===== src/rtl/cp_handshake_pkg.sv =====
package cp_handshake_pkg;
    typedef enum logic [2:0] {
        ST_IDLE  = 3'd0,
        ST_ISSUE = 3'd1,
        ST_WAIT  = 3'd2,
        ST_DONE  = 3'd3,
        ST_TRAP  = 3'd4
    } cp_state_t;

    typedef enum logic [1:0] {
        RSP_GO     = 2'b00,
        RSP_BUSY   = 2'b01,
        RSP_BAD    = 2'b10,
        RSP_ABSENT = 2'b11
    } cp_resp_t;
endpackage


===== src/rtl/cp_issue_qual.sv =====
module cp_issue_qual (
    input  logic ex_valid,
    input  logic cp_space,
    input  logic cond_pass,
    input  logic flush,
    output logic qualified
);
    always_comb begin
        qualified = ex_valid && cp_space && cond_pass && !flush;
    end
endmodule


===== src/rtl/cp_resp_decode.sv =====
module cp_resp_decode
    import cp_handshake_pkg::*;
(
    input  logic resp_a_n,
    input  logic resp_b_n,
    output logic rsp_go,
    output logic rsp_busy,
    output logic rsp_reject
);
    cp_resp_t code;

    always_comb begin
        code       = cp_resp_t'({resp_a_n, resp_b_n});
        rsp_go     = 1'b0;
        rsp_busy   = 1'b0;
        rsp_reject = 1'b0;
        unique case (code)
            RSP_GO:     rsp_go     = 1'b1;
            RSP_BUSY:   rsp_busy   = 1'b1;
            RSP_BAD:    rsp_reject = 1'b1;
            RSP_ABSENT: rsp_reject = 1'b1;
        endcase
    end
endmodule


===== src/rtl/cp_wait_timer.sv =====
module cp_wait_timer #(
    parameter int TIMEOUT = 256,
    localparam int CW = $clog2(TIMEOUT + 1)
) (
    input  logic clk,
    input  logic rst_n,
    input  logic run,
    output logic expired
);
    logic [CW-1:0] cnt;

    always_ff @(posedge clk or negedge rst_n) begin
        if (!rst_n) begin
            cnt <= '0;
        end else if (!run) begin
            cnt <= '0;
        end else if (!expired) begin
            cnt <= cnt + 1'b1;
        end
    end

    // expired when this is the TIMEOUT-th wait cycle
    always_comb begin
        expired = run && (cnt == CW'(TIMEOUT - 1));
    end
endmodule


===== src/rtl/cp_handshake_seq.sv =====
module cp_handshake_seq
    import cp_handshake_pkg::*;
#(
    parameter int TIMEOUT = 256
) (
    input  logic clk,
    input  logic rst_n,
    input  logic ex_valid,
    input  logic cp_space,
    input  logic cond_pass,
    input  logic flush,
    input  logic resp_a_n,
    input  logic resp_b_n,
    output logic issue_n,
    output logic stall,
    output logic trap,
    output logic done
);
    cp_state_t state_q, state_d;
    logic qualified;
    logic rsp_go, rsp_busy, rsp_reject;
    logic wait_expired;

    cp_issue_qual u_qual (
        .ex_valid (ex_valid),
        .cp_space (cp_space),
        .cond_pass(cond_pass),
        .flush    (flush),
        .qualified(qualified)
    );

    cp_resp_decode u_dec (
        .resp_a_n  (resp_a_n),
        .resp_b_n  (resp_b_n),
        .rsp_go    (rsp_go),
        .rsp_busy  (rsp_busy),
        .rsp_reject(rsp_reject)
    );

    cp_wait_timer #(.TIMEOUT(TIMEOUT)) u_timer (
        .clk    (clk),
        .rst_n  (rst_n),
        .run    (state_q == ST_WAIT),
        .expired(wait_expired)
    );

    always_ff @(posedge clk or negedge rst_n) begin
        if (!rst_n) state_q <= ST_IDLE;
        else        state_q <= state_d;
    end

    always_comb begin
        state_d = state_q;
        unique case (state_q)
            ST_IDLE:  if (qualified) state_d = ST_ISSUE;
            ST_ISSUE: begin
                if (rsp_go)        state_d = ST_DONE;
                else if (rsp_busy) state_d = ST_WAIT;
                else               state_d = ST_TRAP;
            end
            ST_WAIT: begin
                if (rsp_go)                           state_d = ST_DONE;
                else if (rsp_reject || wait_expired)  state_d = ST_TRAP;
            end
            ST_DONE:  state_d = ST_IDLE;
            ST_TRAP:  state_d = ST_IDLE;
            default:  state_d = ST_IDLE;
        endcase
    end

    always_comb begin
        issue_n = 1'b1;
        stall   = 1'b0;
        trap    = 1'b0;
        done    = 1'b0;
        unique case (state_q)
            ST_IDLE:  ;
            ST_ISSUE: issue_n = 1'b0;
            ST_WAIT:  begin issue_n = 1'b0; stall = 1'b1; end
            ST_DONE:  done = 1'b1;
            ST_TRAP:  trap = 1'b1;
            default:  ;
        endcase
    end
endmodule



===== config.mk =====
export PLATFORM = sky130hd
export DESIGN_NAME = cp_handshake_seq
export DESIGN_NICKNAME = d
export VERILOG_FILES = /design/src/rtl/cp_handshake_pkg.sv /design/src/rtl/cp_issue_qual.sv /design/src/rtl/cp_resp_decode.sv /design/src/rtl/cp_wait_timer.sv /design/src/rtl/cp_handshake_seq.sv
export SDC_FILE = /design/constraint.sdc
export NUM_CORES = 1
export LEC_CHECK = 0
export BUFFER_PORTS_ARGS = -buffer_cell sky130_fd_sc_hd__buf_4
export CAP_MARGIN = 15
export CELL_PAD_IN_SITES_DETAIL_PLACEMENT = 1
export CELL_PAD_IN_SITES_GLOBAL_PLACEMENT = 2
export CORE_UTILIZATION = 28
export DETAILED_ROUTE_END_ITERATION = 8
export PLACE_DENSITY = 0.76
export SETUP_SLACK_MARGIN = 0.05
export SLEW_MARGIN = 40
export SYNTH_ARGS = -nofsm -noshare
export SYNTH_HDL_FRONTEND = slang
export SYNTH_SLANG_ARGS = --single-unit

===== constraint.sdc =====
create_clock -name clk -period 1.9 [get_ports clk]
set_clock_uncertainty 0.05 [all_clocks]
set_input_delay 0.19 -clock clk [delete_from_list [all_inputs] [get_ports clk]]
set_output_delay 0.19 -clock clk [all_outputs]
set_load 0.05 [all_outputs]

==> results.sh, run 1 <==
export IMPL_root_buffer="clkbuf_4"
export IMPL_synth_fp_nets=76
export IMPL_final_common_cell="buf_4"
export IMPL_dp_hpwl_mm=1.09
export IMPL_maxSlewViolCount=0
export IMPL_nFillCells=247
export IMPL_nets=101
export IMPL_ioPinCount=12
export IMPL_tritoncts="built"
export IMPL_dieArea_mm2=0.00244
export IMPL_status="completed"
export IMPL_clkTransAtPathRegs_ns=0.07
export IMPL_place_inst=107
export IMPL_first_pass_iters=2
export IMPL_via_count=564
export IMPL_power_density_mw_per_mm2=579
export IMPL_multiInputGateArea_um2=345
export IMPL_grt_pass1_vias=605
export IMPL_period_needed_ns=1.84
export IMPL_core_area_mm2=0.00204
export IMPL_antenna_found_initial=0
export IMPL_grt_pass1_wl_mm=2.62
export IMPL_diodes=0
export IMPL_clkSinkCount=12
export IMPL_cap_violations=0
export IMPL_max_stage_delay_ns=0.43
export IMPL_clock_latency_ns=0.27
export IMPL_global_route_overflow_total=0
export IMPL_critPathSlowestCell="dfrtp_1"
export IMPL_numCtsBuffers=3
export IMPL_ys_warn_count=0
export IMPL_stdcell_count=116
export IMPL_hold_violations=0
export IMPL_tightest_slew_ns=0.245
export IMPL_finalSetupViolations=0
export IMPL_die_h_um=49.4
export IMPL_synth_seq_cells=12
export IMPL_cp_end_kind="register"
export IMPL_worst_hold_slack_ns=0.0566
export IMPL_synthesis_instances=66
export IMPL_crit_type="reg -> reg"
export IMPL_cts_path_max_buffers=2
export IMPL_grt_max_degree=13
export IMPL_die_w_um=49.4
export IMPL_critPathMaxFanout=4
export IMPL_drc=0
export IMPL_drtIter0Drc=5
export IMPL_initial_core_util_pct=30.8
export IMPL_port_buffers=11
export IMPL_grt_use_total_pct=14.5
export IMPL_cp_start_kind="register"
export IMPL_area_delta_synth_final_pct=39.6
export IMPL_rows=16
export IMPL_relSlewSlack_pct=83.4
export IMPL_p_leak_uw=0.000386
export IMPL_finalCritPeriodShare_pct=96.7
export IMPL_ant_nets=0
export IMPL_final_seq_area_um2=300
export IMPL_routabilityCongestion=0.726
export IMPL_ys_seq_area_share_pct=47.8
export IMPL_crit_chain="ha_4 > nand3_2 > nor2_2 > ha_2 > nand4b_1 > or3_4 > a21oi_2"
export IMPL_dp_slack_ns=-0.0319
export IMPL_timing_final_ws_setup_ns=0.0619
export IMPL_ir_drop_mv=0.418
export IMPL_synth_cell_type_count=27
export IMPL_required_ns=2.05
export IMPL_htreeDepth=1
export IMPL_hold_class="in -> reg"
export IMPL_total_power_uw=508
export IMPL_drive_above_1_share_pct=36.0
export IMPL_avgSynthCellArea_um2=9.52
export IMPL_crit_arrival_ns=1.99
export IMPL_layout_cells_most_common_list="buf_4, dfrtp_1, nor2_1, nand2_1, a21oi_1"
export IMPL_wl_mm=1.60
export IMPL_syn_area_um2=628
export IMPL_rsz0062_at_grt="yes"
export IMPL_max_freq_mhz=544
export IMPL_wire_per_inst_um=13.8
export IMPL_vias_per_cell=4.86
[synth_stat cells (all sizes together)]
library cell	number	area, um2
o31ai	1	7.51
mux2i	1	10.0
or4	2	15.0
a21oi	5	25.0
nand2b	1	6.26
inv	2	7.51
nand4	1	6.26
or3	2	12.5
nand4b	3	26.3
a22oi	1	7.51
ha	2	25.0
xnor2	1	8.76
dfrtp	12	300
o41ai	1	8.76
o21ai	2	10.0
buf	1	5.00
nor3	1	5.00
nor3b	1	7.51
nor2	11	41.3
nand2	4	15.0
a21o	1	7.51
clkbuf	1	3.75
or2	1	6.26
nor2b	3	18.8
xor2	3	26.3
nand3	2	15.0
[per-stage QoR]
stage / util, % / TNS [ns] / instance area (um2)
global route: 43.0 / -0.0423 / 877
floorplan: - / 0 / 628
finish: 43.0 / 0 / 877
detailed placement: 37.9 / -0.0362 / 773
global placement: 37.9 / 0 / 773
CTS: 39.7 / 0 / 811
[per-layer routing]
metal | part of all wire, % | track usage, %
met2 | 52 | 22.6
met3 | 3.7 | 6.85
met1 | 42 | 16.6
met4 | 2.2 | 6.86
met5 | 0 | 0
[worst max-delay path, delay by kind of cell (launching register included)]
kind | cells | cell delay [ns]
flops | 1 | 0.43
simple gates | 4 | 0.76
fa+ha+maj | 2 | 0.41
compound gates | 1 | 0.12
[kinds of logic after synthesis]
family,share of synthesized area [%]
AOI/OAI and AO/OA,10.6
xor gates and xnor gates,5.58
adders and majority gates,3.98
buffers and inverters,2.59
DFF,47.8
muxes,1.59
and+or+nand+nor,27.9
[report_power, final]
group          switching (uW)  leakage [uW]  total [uW]  internal [uW]
clock network            83.4     0.0000138         157           73.3
registers                8.52      0.000167         270            261
logic                    47.8      0.000206        81.5           33.7
[registers in the layout (all words and copies together), names as in the netlist]
signal       cells
state_q          3
u_timer.cnt      9
[repair_timing]
item                                    in CTS  in global routing
pin swaps                                    0                  4
buffers inserted                             0                  5
resized for setup                            2                  7
hold buffers                                 1                  0
endpoints found under the setup margin       4                  5
cloned                                       0                  0
hold endpoints to repair                    12                  0
[path summary, 6_finish.rpt]
kind,slack [ns],depth (start not counted),start,to
setup / recovery,0.06,7,u_timer.cnt[1]$_DFFE_PN0P_,u_timer.cnt[5]$_DFFE_PN0P_
hold / removal,0.06,2,resp_a_n,state_q[1]$_DFFE_PN0P_
setup reg to reg,0.06,7,u_timer.cnt[1]$_DFFE_PN0P_,u_timer.cnt[5]$_DFFE_PN0P_
hold reg to reg,0.48,2,u_timer.cnt[8]$_DFFE_PN0P_,u_timer.cnt[8]$_DFFE_PN0P_
max in group asynchronous,1.40,2,rst_n,u_timer.cnt[1]$_DFFE_PN0P_
min in group asynchronous,0.24,2,rst_n,u_timer.cnt[3]$_DFFE_PN0P_
[cell type report]
class | instances | area share [%]
Tap cell | 27 | 3.85
Sequential cell | 12 | 34.2
Multi-Input combinational cell | 50 | 39.4
Timing Repair Buffer | 22 | 19.1
Inverter | 2 | 0.856
Clock buffer | 3 | 2.57
No activity file was read; power rests on OpenSTA's default activity.
==> inputs of run 2 (changes only) <==
--- a/config.mk
+++ b/config.mk
@@ -5,12 +5,12 @@
 export SDC_FILE = /design/constraint.sdc
 export NUM_CORES = 1
 export LEC_CHECK = 0
-export BUFFER_PORTS_ARGS = -buffer_cell sky130_fd_sc_hd__buf_4
 export CAP_MARGIN = 15
 export CELL_PAD_IN_SITES_DETAIL_PLACEMENT = 1
 export CELL_PAD_IN_SITES_GLOBAL_PLACEMENT = 2
-export CORE_UTILIZATION = 28
+export CORE_UTILIZATION = 32
 export DETAILED_ROUTE_END_ITERATION = 8
+export DONT_BUFFER_PORTS = 1
 export PLACE_DENSITY = 0.76
 export SETUP_SLACK_MARGIN = 0.05
 export SLEW_MARGIN = 40
==> results.sh, run 2 (synthesis gave the netlist of run 1 again) <==
export IMPL_max_freq_mhz=556
export IMPL_hp_start="resp_a_n"
export IMPL_relSlewSlack_pct=60.4
export IMPL_dp_hpwl_mm=1.07
export IMPL_timing_final_ws_setup_ns=0.101
export IMPL_hold_class="in -> reg"
export IMPL_tritoncts="built"
export IMPL_nets=93
export IMPL_period_needed_ns=1.80
export IMPL_grt_max_degree=13
export IMPL_crit_type="reg -> reg"
export IMPL_dp_slack_ns=0.0678
export IMPL_cp_start_kind="register"
export IMPL_ant_nets=0
export IMPL_r2r_slack_ns=0.10
export IMPL_wire_per_inst_um=14.8
export IMPL_die_h_um=46.3
export IMPL_cap_violations=0
export IMPL_drc=0
export IMPL_worst_r2r_path_depth=7
export IMPL_rsz0062_at_grt="no"
export IMPL_status="completed"
export IMPL_r2r_start="u_timer.cnt[1]$_DFFE_PN0P_"
export IMPL_hold_violations=0
export IMPL_maxSlewViolCount=0
export IMPL_cp_common_cell="ha_2"
export IMPL_area_delta_synth_final_pct=29.9
export IMPL_clkTransAtPathRegs_ns=0.08
export IMPL_routabilityCongestion=0.705
export IMPL_drive_above_1_share_pct=25.6
export IMPL_largestRegisters="u_timer.cnt: 9 flops, state_q: 3 flops"
export IMPL_die_w_um=46.3
export IMPL_cts_path_max_buffers=2
export IMPL_critPathMaxFanout=4
export IMPL_drtIter0Drc=4
export IMPL_layout_cells_most_common_list="dfrtp_1, nor2_1, buf_4, nand2_1, a21oi_1"
export IMPL_numCtsBuffers=3
export IMPL_final_common_cell="dfrtp_1"
export IMPL_antenna_found_initial=0
export IMPL_final_util_pct=45.8
export IMPL_worstHoldPathCells=2
export IMPL_htreeDepth=1
export IMPL_initial_core_util_pct=35.2
export IMPL_tightest_slew_ns=0.592
export IMPL_finalSetupViolations=0
export IMPL_clkSinkCount=12
export IMPL_max_stage_delay_ns=0.42
export IMPL_first_pass_iters=2
export IMPL_wl_mm=1.58
export IMPL_grt_pass1_vias=549
export IMPL_crit_arrival_ns=1.96
export IMPL_ir_drop_mv=0.439
export IMPL_finalCritPeriodShare_pct=94.7
export IMPL_core_area_mm2=0.00178
export IMPL_dieArea_mm2=0.00214
export IMPL_port_buffers=0
export IMPL_crit_chain="ha_2 > nand3_1 > nor2_1 > ha_2 > nand4b_1 > or3_1 > a21oi_2"
export IMPL_grt_pass1_wl_mm=2.53
export IMPL_largest_reg_flops=9
export IMPL_critPathSlowestCell="or3_1"
export IMPL_vias_per_cell=4.97
export IMPL_worst_hold_slack_ns=0.0378
export IMPL_worstHoldEndpoint="state_q[2]$_DFFE_PN0P_"
export IMPL_power_density_mw_per_mm2=666
export IMPL_ioPinCount=12
export IMPL_diodes=0
export IMPL_p_leak_uw=0.000355
export IMPL_required_ns=2.06
export IMPL_global_route_overflow_total=0
export IMPL_via_count=532
export IMPL_grt_use_total_pct=17.6
export IMPL_rows=15
export IMPL_timing_rr_end="u_timer.cnt[7]$_DFFE_PN0P_"
export IMPL_top_register="u_timer.cnt"
export IMPL_cp_end_kind="register"
export IMPL_root_buffer="clkbuf_4"
export IMPL_clock_latency_ns=0.28
export IMPL_fin_setup_tns_ns=0
## run 2: report_power, final
part / leakage (uW) / switching (uW) / total [uW] / internal, uW
Clock: 0.0000210 / 90.1 / 207 / 117
Combinational: 0.000168 / 45.6 / 67.7 / 22.1
Sequential: 0.000167 / 8.14 / 269 / 261
Total: 0.000355 / 144 / 544 / 400
## run 2: metrics by stage
step | area (um2) | power [uW] | cells
2_1_floorplan | 628 | 315 | 66
3_3_place_gp | 716 | 328 | 97
3_5_place_dp | 716 | 329 | 97
4_1_cts | 790 | 551 | 105
5_1_grt | 816 | 570 | 107
6_report | 816 | 544 | 107
## run 2: cell type report
type | instances | area [um2]
fill | 205 | 967
multi-input combinational | 50 | 328
sequential | 12 | 300
timing repair buffer | 14 | 113
clock buffer | 4 | 36.3
tap | 25 | 31.3
inverter | 2 | 7.51
## run 2: how the worst max path moves through the flow
stage / end / cells past startpoint / startpoint
2_1_floorplan: trap / 1 / state_q[2]$_DFFE_PN0P_
3_3_place_gp: u_timer.cnt[5]$_DFFE_PN0P_ / 7 / u_timer.cnt[1]$_DFFE_PN0P_
3_5_place_dp: u_timer.cnt[5]$_DFFE_PN0P_ / 8 / u_timer.cnt[1]$_DFFE_PN0P_
4_1_cts: u_timer.cnt[7]$_DFFE_PN0P_ / 7 / u_timer.cnt[0]$_DFFE_PN0P_
5_1_grt: u_timer.cnt[7]$_DFFE_PN0P_ / 7 / u_timer.cnt[0]$_DFFE_PN0P_
6_report: u_timer.cnt[7]$_DFFE_PN0P_ / 7 / u_timer.cnt[1]$_DFFE_PN0P_
## run 2: layer usage
metal,share of wire (%),wire (um),up-vias,GRT usage [%]
met2,56,881,7,31.1
li1,-,-,264,-
met1,40,640,259,18.7
met4,1.5,23,0,7.65
met3,2.3,37,2,5.88
met5,0,0,-,0
## run 2: timing repair
item / 4_1_cts / 5_1_grt
pin swaps: 0 / 3
endpoints found under the setup margin: 2 / 4
setup buffers: 1 / 2
hold buffers: 3 / 0
resized for setup: 0 / 5
hold endpoints to repair: 14 / 0
## run 2: critical path, delay by kind of cell (launching register included)
family | cells | cell delay, ns
AO/OA/AOI/OAI | 1 | 0.12
adder cells (fa/ha/maj) | 2 | 0.37
AND/OR/NAND/NOR | 4 | 0.79
flip-flops | 1 | 0.40
